File: src/rtl/rbq_pkg.sv
package rbq_pkg;
  typedef enum logic [1:0] {
    BOOT_UNDECIDED = 2'b00,
    BOOT_NORMAL    = 2'b01,
    BOOT_HOST      = 2'b10
  } boot_mode_e;
endpackage

File: src/rtl/rbq_sync.sv
module rbq_sync #(
  parameter int STAGES = 2,
  parameter int W      = 2
) (
  input  logic         clk,
  input  logic         arst_n,
  input  logic [W-1:0] d,
  output logic [W-1:0] q
);
  genvar b;
  generate
    for (b = 0; b < W; b++) begin : g_bit
      logic [STAGES-1:0] chain_q;
      logic [STAGES-1:0] chain_d;
      always_comb begin
        chain_d = {chain_q[STAGES-2:0], d[b]};
      end
      always_ff @(posedge clk or negedge arst_n) begin
        if (!arst_n) chain_q <= '0;
        else         chain_q <= chain_d;
      end
      assign q[b] = chain_q[STAGES-1];
    end
  endgenerate
endmodule

File: src/rtl/rbq_cyc_cnt.sv
module rbq_cyc_cnt #(
  parameter int CNT_W    = 4,
  parameter int RST_QUAL = 2
) (
  input  logic             clk,
  input  logic             arst_n,
  input  logic             rst_s,
  input  logic             mc_tick,
  output logic [CNT_W-1:0] cnt,
  output logic             qual
);
  localparam logic [CNT_W-1:0] CNT_MAX = {CNT_W{1'b1}};
  localparam logic [CNT_W-1:0] QUAL_C  = CNT_W'(RST_QUAL);

  logic [CNT_W-1:0] cnt_q, cnt_d;
  logic             cnt_en;

  always_comb begin
    cnt_en = rst_s & mc_tick & (cnt_q != CNT_MAX);
    if (!rst_s)      cnt_d = '0;
    else if (cnt_en) cnt_d = cnt_q + 1'b1;
    else             cnt_d = cnt_q;
  end

  always_ff @(posedge clk or negedge arst_n) begin
    if (!arst_n) cnt_q <= '0;
    else         cnt_q <= cnt_d;
  end

  assign cnt  = cnt_q;
  assign qual = rst_s & (cnt_q >= QUAL_C);
endmodule

File: src/rtl/rbq_boot_decide.sv
module rbq_boot_decide
  import rbq_pkg::*;
#(
  parameter int CNT_W    = 4,
  parameter int HOST_MIN = 10
) (
  input  logic             clk,
  input  logic             arst_n,
  input  logic             rst_s,
  input  logic             psen_s,
  input  logic             qual,
  input  logic [CNT_W-1:0] cnt,
  output logic             core_rst,
  output logic             host_mode,
  output logic             normal_mode
);
  localparam logic [CNT_W-1:0] HOST_MIN_C = CNT_W'(HOST_MIN);

  logic       psen_d_q;
  logic       seen_q, seen_d;
  logic       crst_q, crst_d;
  boot_mode_e mode_q, mode_d;
  logic       psen_fall, release_ev;

  always_comb begin
    psen_fall  = psen_d_q & ~psen_s;
    release_ev = crst_q & ~rst_s;
    seen_d     = rst_s ? (seen_q | psen_fall) : 1'b0;
    crst_d     = qual;
    if (qual)
      mode_d = BOOT_UNDECIDED;
    else if (release_ev)
      mode_d = (seen_q && (cnt > HOST_MIN_C)) ? BOOT_HOST : BOOT_NORMAL;
    else
      mode_d = mode_q;
  end

  always_ff @(posedge clk or negedge arst_n) begin
    if (!arst_n) begin
      psen_d_q <= 1'b0;
      seen_q   <= 1'b0;
      crst_q   <= 1'b0;
      mode_q   <= BOOT_NORMAL;
    end else begin
      psen_d_q <= psen_s;
      seen_q   <= seen_d;
      crst_q   <= crst_d;
      mode_q   <= mode_d;
    end
  end

  assign core_rst    = crst_q;
  assign host_mode   = (mode_q == BOOT_HOST);
  assign normal_mode = (mode_q == BOOT_NORMAL);
endmodule

File: src/rtl/rst_boot_qual.sv
module rst_boot_qual #(
  parameter int SYNC_STAGES = 2,
  parameter int CNT_W       = 4,
  parameter int RST_QUAL    = 2,
  parameter int HOST_MIN    = 10
) (
  input  logic clk,
  input  logic arst_n,
  input  logic mc_tick,
  input  logic rst_pin,
  input  logic psen_pin,
  output logic core_rst,
  output logic host_mode,
  output logic normal_mode
);
  logic [1:0]       pins_s;
  logic             rst_s, psen_s, qual;
  logic [CNT_W-1:0] cyc_cnt;

  rbq_sync #(.STAGES(SYNC_STAGES), .W(2)) u_sync (
    .clk(clk), .arst_n(arst_n), .d({psen_pin, rst_pin}), .q(pins_s)
  );
  assign rst_s  = pins_s[0];
  assign psen_s = pins_s[1];

  rbq_cyc_cnt #(.CNT_W(CNT_W), .RST_QUAL(RST_QUAL)) u_cnt (
    .clk(clk), .arst_n(arst_n), .rst_s(rst_s), .mc_tick(mc_tick),
    .cnt(cyc_cnt), .qual(qual)
  );

  rbq_boot_decide #(.CNT_W(CNT_W), .HOST_MIN(HOST_MIN)) u_dec (
    .clk(clk), .arst_n(arst_n), .rst_s(rst_s), .psen_s(psen_s),
    .qual(qual), .cnt(cyc_cnt), .core_rst(core_rst),
    .host_mode(host_mode), .normal_mode(normal_mode)
  );
endmodule

File: config.mk
export PLATFORM = sky130hd
export DESIGN_NAME = rst_boot_qual
export DESIGN_NICKNAME = d
export VERILOG_FILES = /design/src/rtl/rbq_pkg.sv /design/src/rtl/rbq_sync.sv /design/src/rtl/rbq_cyc_cnt.sv /design/src/rtl/rbq_boot_decide.sv /design/src/rtl/rst_boot_qual.sv
export SDC_FILE = /design/constraint.sdc
export NUM_CORES = 1
export LEC_CHECK = 0
export BUFFER_PORTS_ARGS = -buffer_cell sky130_fd_sc_hd__buf_2
export CAP_MARGIN = 15
export CORE_AREA = 2 2 39 41
export DETAILED_ROUTE_END_ITERATION = 10
export DIE_AREA = 0 0 41 43
export PLACE_DENSITY = 0.71
export SYNTH_ARGS = -nofsm -noshare
export SYNTH_HDL_FRONTEND = slang
export SYNTH_SLANG_ARGS = --single-unit
File: constraint.sdc
create_clock -name clk -period 1.72 [get_ports clk]
set_input_delay 0.086 -clock clk [delete_from_list [all_inputs] [get_ports clk]]
set_output_delay 0.086 -clock clk [all_outputs]
set_load 0.005 [all_outputs]
# After elaboration in Yosys (flattened, before gate mapping)
# Cells that the tools add are included.
dict set report op_classes {
  addsub 1
  n_lt_le_gt_ge 2
  n_eq_ne 4
  n_mux 6
  bitwise 8
  reduce_logical 2
}
# operator count
set op_table {}
lappend op_table {{2-to-1 mux 4 bit} 2}
lappend op_table {{2-to-1 mux 2 bit} 3}
lappend op_table {{bitwise AND 1 bit} 5}
lappend op_table {{adder 4 x 1 -> 4 bit (second input constant)} 1}
lappend op_table {{greater-or-equal comparator 4 x 2 -> 1 bit (second input constant)} 1}
lappend op_table {{> comparator 4 bit (second input constant)} 1}
lappend op_table {{inequality test 4 bit (second input constant)} 1}
lappend op_table {{equality test 2 x 1 -> 1 bit (second input constant)} 1}
lappend op_table {{equality test 2 bit (second input constant)} 1}
lappend op_table {{inequality test 2 x 1 -> 1 bit (second input constant)} 1}
lappend op_table {{NOT 1 bit} 2}
lappend op_table {{nonzero test 2 bit} 1}
lappend op_table {{logical AND 1 bit} 1}
lappend op_table {{2-to-1 mux 1 bit} 1}
lappend op_table {{OR 1 bit} 1}
dict set report totals {
  reg_bits 13
  inputBits 5
  output_inout_bits 3
  word_cells 30
}

# Logic depth before layout (Yosys ltp)
dict set report depth {
  depth_word 5
  depth_mapped 5
  mapped_depth_nobuf 5
}

# By module
# Synthesis repeated with hierarchy kept, for this count alone.
dict set report unflattened {
  cells_unflattened 45
  area_unflattened_um2 571.8
}
# module instances cells_each area_each_um2 seq_area_each_um2
set by_module_without_submodules {}
lappend by_module_without_submodules {rbq_cyc_cnt 1 23 246.5 100.1}
lappend by_module_without_submodules {rbq_boot_decide 1 16 210.2 126.4}
lappend by_module_without_submodules {rbq_sync 1 6 115.1 100.1}

# Worst setup path before layout
# No wires, ideal clock.
dict set report synth_path {
  path_type {register -> register}
  from {reg u_cnt.cnt_q[1] (netlist: u_cnt.cnt[1])}
  to {reg u_cnt.cnt_q[1] (netlist: u_cnt.cnt[1])}
  setup_time_ps 87
  arrival_time_ps 1110
  required_ps 1633
  slack_ps 523
  path_stages_with_launch 5
  path_buffers 0
  period_less_slack_ps 1197
  cell_sequence {dfrtp_1 > ha_1 > nand3_1 > and2_4 > a211oi_2}
}
dict set report synth_via {
  elab_chain_len 3
  elab_cells_between_ends 6
  classes_between {1 x add/sub; 2 x eq/ne; 2 x mux; 1 x bitwise}
}
# element line_no
set synth_rtl {}
lappend synth_rtl {{from (decl)} rbq_cyc_cnt.sv:15} ;# logic [CNT_W-1:0] cnt_q, cnt_d;
lappend synth_rtl {{from (signal assigned)} rbq_cyc_cnt.sv:27} ;# else cnt_q <= cnt_d;
lappend synth_rtl {{adder 4 x 1 -> 4 bit or inequality test 4 bit (tied branches)} {rbq_cyc_cnt.sv:21, rbq_cyc_cnt.sv:19}}
lappend synth_rtl {{2-to-1 mux 4 bit or bitwise AND 1 bit (tied branches)} {rbq_cyc_cnt.sv:21, rbq_cyc_cnt.sv:19}}
lappend synth_rtl {{2-to-1 mux 4 bit or inequality test 2 x 1 -> 1 bit (tied branches)} --}
# Several ways; a longest one is shown, not always the timed one. The select of a mux whose other input is x is not followed.
# A chain may end at the register's enable or synchronous reset.

# Worst setup path in the final report
# Same ends and word-level chain as after synthesis.

==> impl_metrics.yaml <==
pwr:
  irDropWorstVdd_mv: 0.598
  pwr-share-seq_pct: 58.5
  power_switching_uw: 145
  power.density_mw_per_mm2: 889
  internal_power_uw: 447
  combPwrFrac_pct: 10.5
  leakage_uw: 0.000316
  power_frac_clock_pct: 31.0
  p_sw_share_pct: 24.5
sta:
  finalMaxSlewViolations: 0
  fin_crit_sh_pct: 78.3
  worst_slew_pin_slew_ns: 0.298
  hold_viol: 0
  fin_crit_ns: 1.35
  finalClockSkew_ns: 0.00747
  finalSetupTns_ns: 0
  rsz0062_at_grt: "false"
  relSlewSlack_pct: 79.9
  timing.fmax_ghz: 0.743
  setup_viol: 0
cells_and_area:
  fill_cells: 129
  antennaDiodeCount: 0
  layout.nets: 69
  fin_area_um2: 666
  drive_gt1_share_pct: 31.1
  multi_input_area_um2: 208
  final-seq-area_um2: 327
  area_growth_pct: 20.4
route:
  viasPerCell: 5.06
  first_pass_iters: 2
  wirelength_um: 871
  ant_nets: 0
  drc: 0
  first_iter_violations: 3
  routedWlPerCell_um: 11.3
  vias: 390
logic_synthesis:
  synth_ff_type: "dfrtp_1"
  yosysUniqueCellTypes: 20
  synthTopCellsByCount: "dfrtp_1, inv_1, a21oi_1, nand2_1"
  syn_inst: 47
  synth-seq-area-share_pct: 59.0
  synth_top_area_cell: "dfrtp_1"
  synth_most_common_cell: "dfrtp_1"
  async_flop_share_pct: 100
  synth_edf_count: 0
  yosysTopAreaCellShare_pct: 54.3
  syn_area_um2: 553
  ys_ff_latch: 13
  synthTopCellsByArea: "dfrtp_1, dfstp_2, ha_1, inv_1, a21oi_2"
  synth_nets: 54
  yosysWarningCount: 0
  synth.avg_cell_area_um2: 11.8
setup_path:
  r2r_end: "u_cnt.cnt[1]"
  timing.rr.start: "u_cnt.cnt[1]"
  cp_top_family: "flip-flops"
  cp.required_ns: 1.91
  path_buf_inv: 0
  path_cells: "ha_1 > nand3_1 > and2_4 > a211oi_2"
  critical_path_class: "register to register"
  reg2reg_depth: 4
  path_max_fanout: 6
  max_stage_delay_ns: 0.48
  crit_path_start_kind: "register"
  reg2reg_slack_ns: 0.37
  arrival_ns: 1.54
  worstSetupEndpointType: "register"
  critPathSlowestCell: "dfrtp_1"
grt:
  grt_pass1_wl_um: 1500
  antenna_found_initial: 0
  first_global_vias: 382
  grt.total_usage_pct: 12.9
  overflow: 0
  grt_max_degree: 14
min_path:
  hold_class: "input pin to register"
  hold_start: "mc_tick"
  holdPathEnd: "u_cnt.cnt[0]"
  hold_depth: 3
clock_tree:
  clock-sinks: 13
  clk_pin_slew_ns: 0.09
  clk_latency_ns: 0.27
  cts_made_buffers: 3
  clockRootBuffer: "clkbuf_4"
  post-cts-setup-buffers: 0
  tritoncts: "done"
  htree_levels: 1
  clk_path_buf_depth: 2
floorplan:
  initial_core_util_pct: 40.0
  chipWidth_um: 41
  core_mm2: 0.00138
  die_y_um: 43
  die_area_mm2: 0.00176
  rows: 14
  io_pins: 8
place:
  placed_cell_area_um2: 608
  dp_hpwl_um: 614
  place_congestion: 0.781
  io_buffers: 7
run_status:
  status: "complete, no violations"
job:
  drv_cap: 0
-- worst max-delay path by stage --
| stage | startpoint | to | slack [ns] | cells past startpoint |
|---|---|---|---|---|
| global placement | u_cnt.cnt[1] | u_cnt.cnt[1] | 0.46 | 4 |
| finish | u_cnt.cnt[1] | u_cnt.cnt[1] | 0.37 | 4 |
| CTS | u_cnt.cnt[1] | u_cnt.cnt[1] | 0.39 | 4 |
| global route | u_cnt.cnt[1] | u_cnt.cnt[0] | 0.28 | 4 |
| detailed placement | u_cnt.cnt[1] | u_cnt.cnt[1] | 0.42 | 4 |
| floorplan | u_cnt.cnt[1] | u_cnt.cnt[1] | 0.52 | 4 |
-- layout make-up --
cell class | instances | share of cell area, %
clock buffers | 3 | 3.38
clock inverters | 1 | 0.752
inverters | 5 | 2.82
multi-input cells | 29 | 31.2
flip-flops and latches | 13 | 49.1
well taps | 16 | 3.01
repair buffers | 10 | 9.77
-- layout by cell type, fill, tap and decap left out, drive strengths merged --
| cell type | netlist | routed |
|---|---|---|
| nand3 | 2 | 2 |
| o21ai | 2 | 2 |
| and2 | 1 | 1 |
| inv | 5 | 5 |
| nand2b | 1 | 1 |
| nor2b | 2 | 2 |
| nor3 | 2 | 2 |
| o41ai | 1 | 1 |
| clkbuf | 0 | 3 |
| or3 | 1 | 1 |
| ha | 2 | 2 |
| nand4 | 2 | 2 |
| buf | 0 | 7 |
| nor2 | 2 | 2 |
| dfrtp | 12 | 12 |
| dfstp | 1 | 1 |
| a21oi | 5 | 5 |
| and4b | 1 | 1 |
| clkinv | 0 | 1 |
| dlygate4sd3 | 0 | 3 |
| a211oi | 2 | 2 |
| nand2 | 3 | 3 |
-- per-layer routing --
layer	part of all wire (%)	wire length [µm]	track usage, %	vias to the layer above
li1	-	-	-	193
met1	47	412	17.2	188
met3	3.9	34	4.71	2
met5	0	0	0	-
met2	46	403	18.1	7
met4	2.3	20	6.00	0
-- registers in the layout, indices dropped and copies added, names as in the netlist --
name	flops
u_cnt.cnt	4
u_dec.core_rst	1
u_dec.mode_q	2
u_dec.psen_d_q	1
u_dec.seen_q	1
u_sync.g_bit.chain_q	4
-- cell families after synthesis --
logic type      synth area share (%)
simple gates                    18.8
compound gates                  14.3
flops                           59.1
buf+inv                         3.39
fa+ha+maj                       4.52
-- worst register-to-register path, cell delays in order, from the launching register on --
cell      delay (ns)
dfrtp_1         0.48
ha_1            0.26
nand3_1         0.14
and2_4          0.19
a211oi_2        0.20
-- timing repair --
| item | CTS | global route |
|---|---|---|
| hold endpoints to repair | 15 | 0 |
| gates resized for setup | 0 | 0 |
| hold buffers | 3 | 0 |
-- power by group through the flow --
stage | combinational, µW | clock (µW) | sequential (µW)
after floorplan | 34.5 | 0 | 349
final | 62.1 | 183 | 346
after CTS | 62.9 | 192 | 347
after global routing | 72.9 | 208 | 350
after detailed placement | 57.6 | 0 | 353
after global placement | 56.4 | 0 | 352
-- through the flow --
stage          cells  power [µW]  hold WS (ns)  utilization (%)  setup slack, ns
6_report          77         592         0.152             48.1            0.374
2_1_floorplan     47         384        -0.210                -            0.523
3_3_place_gp      70         409       -0.0182             43.9            0.456
5_1_grt           77         631         0.184             48.1            0.282
3_5_place_dp      70         410      -0.00914             43.9            0.416
4_1_cts           77         602         0.136             48.1            0.389
Note: power is estimated with default switching activity, not from simulation.
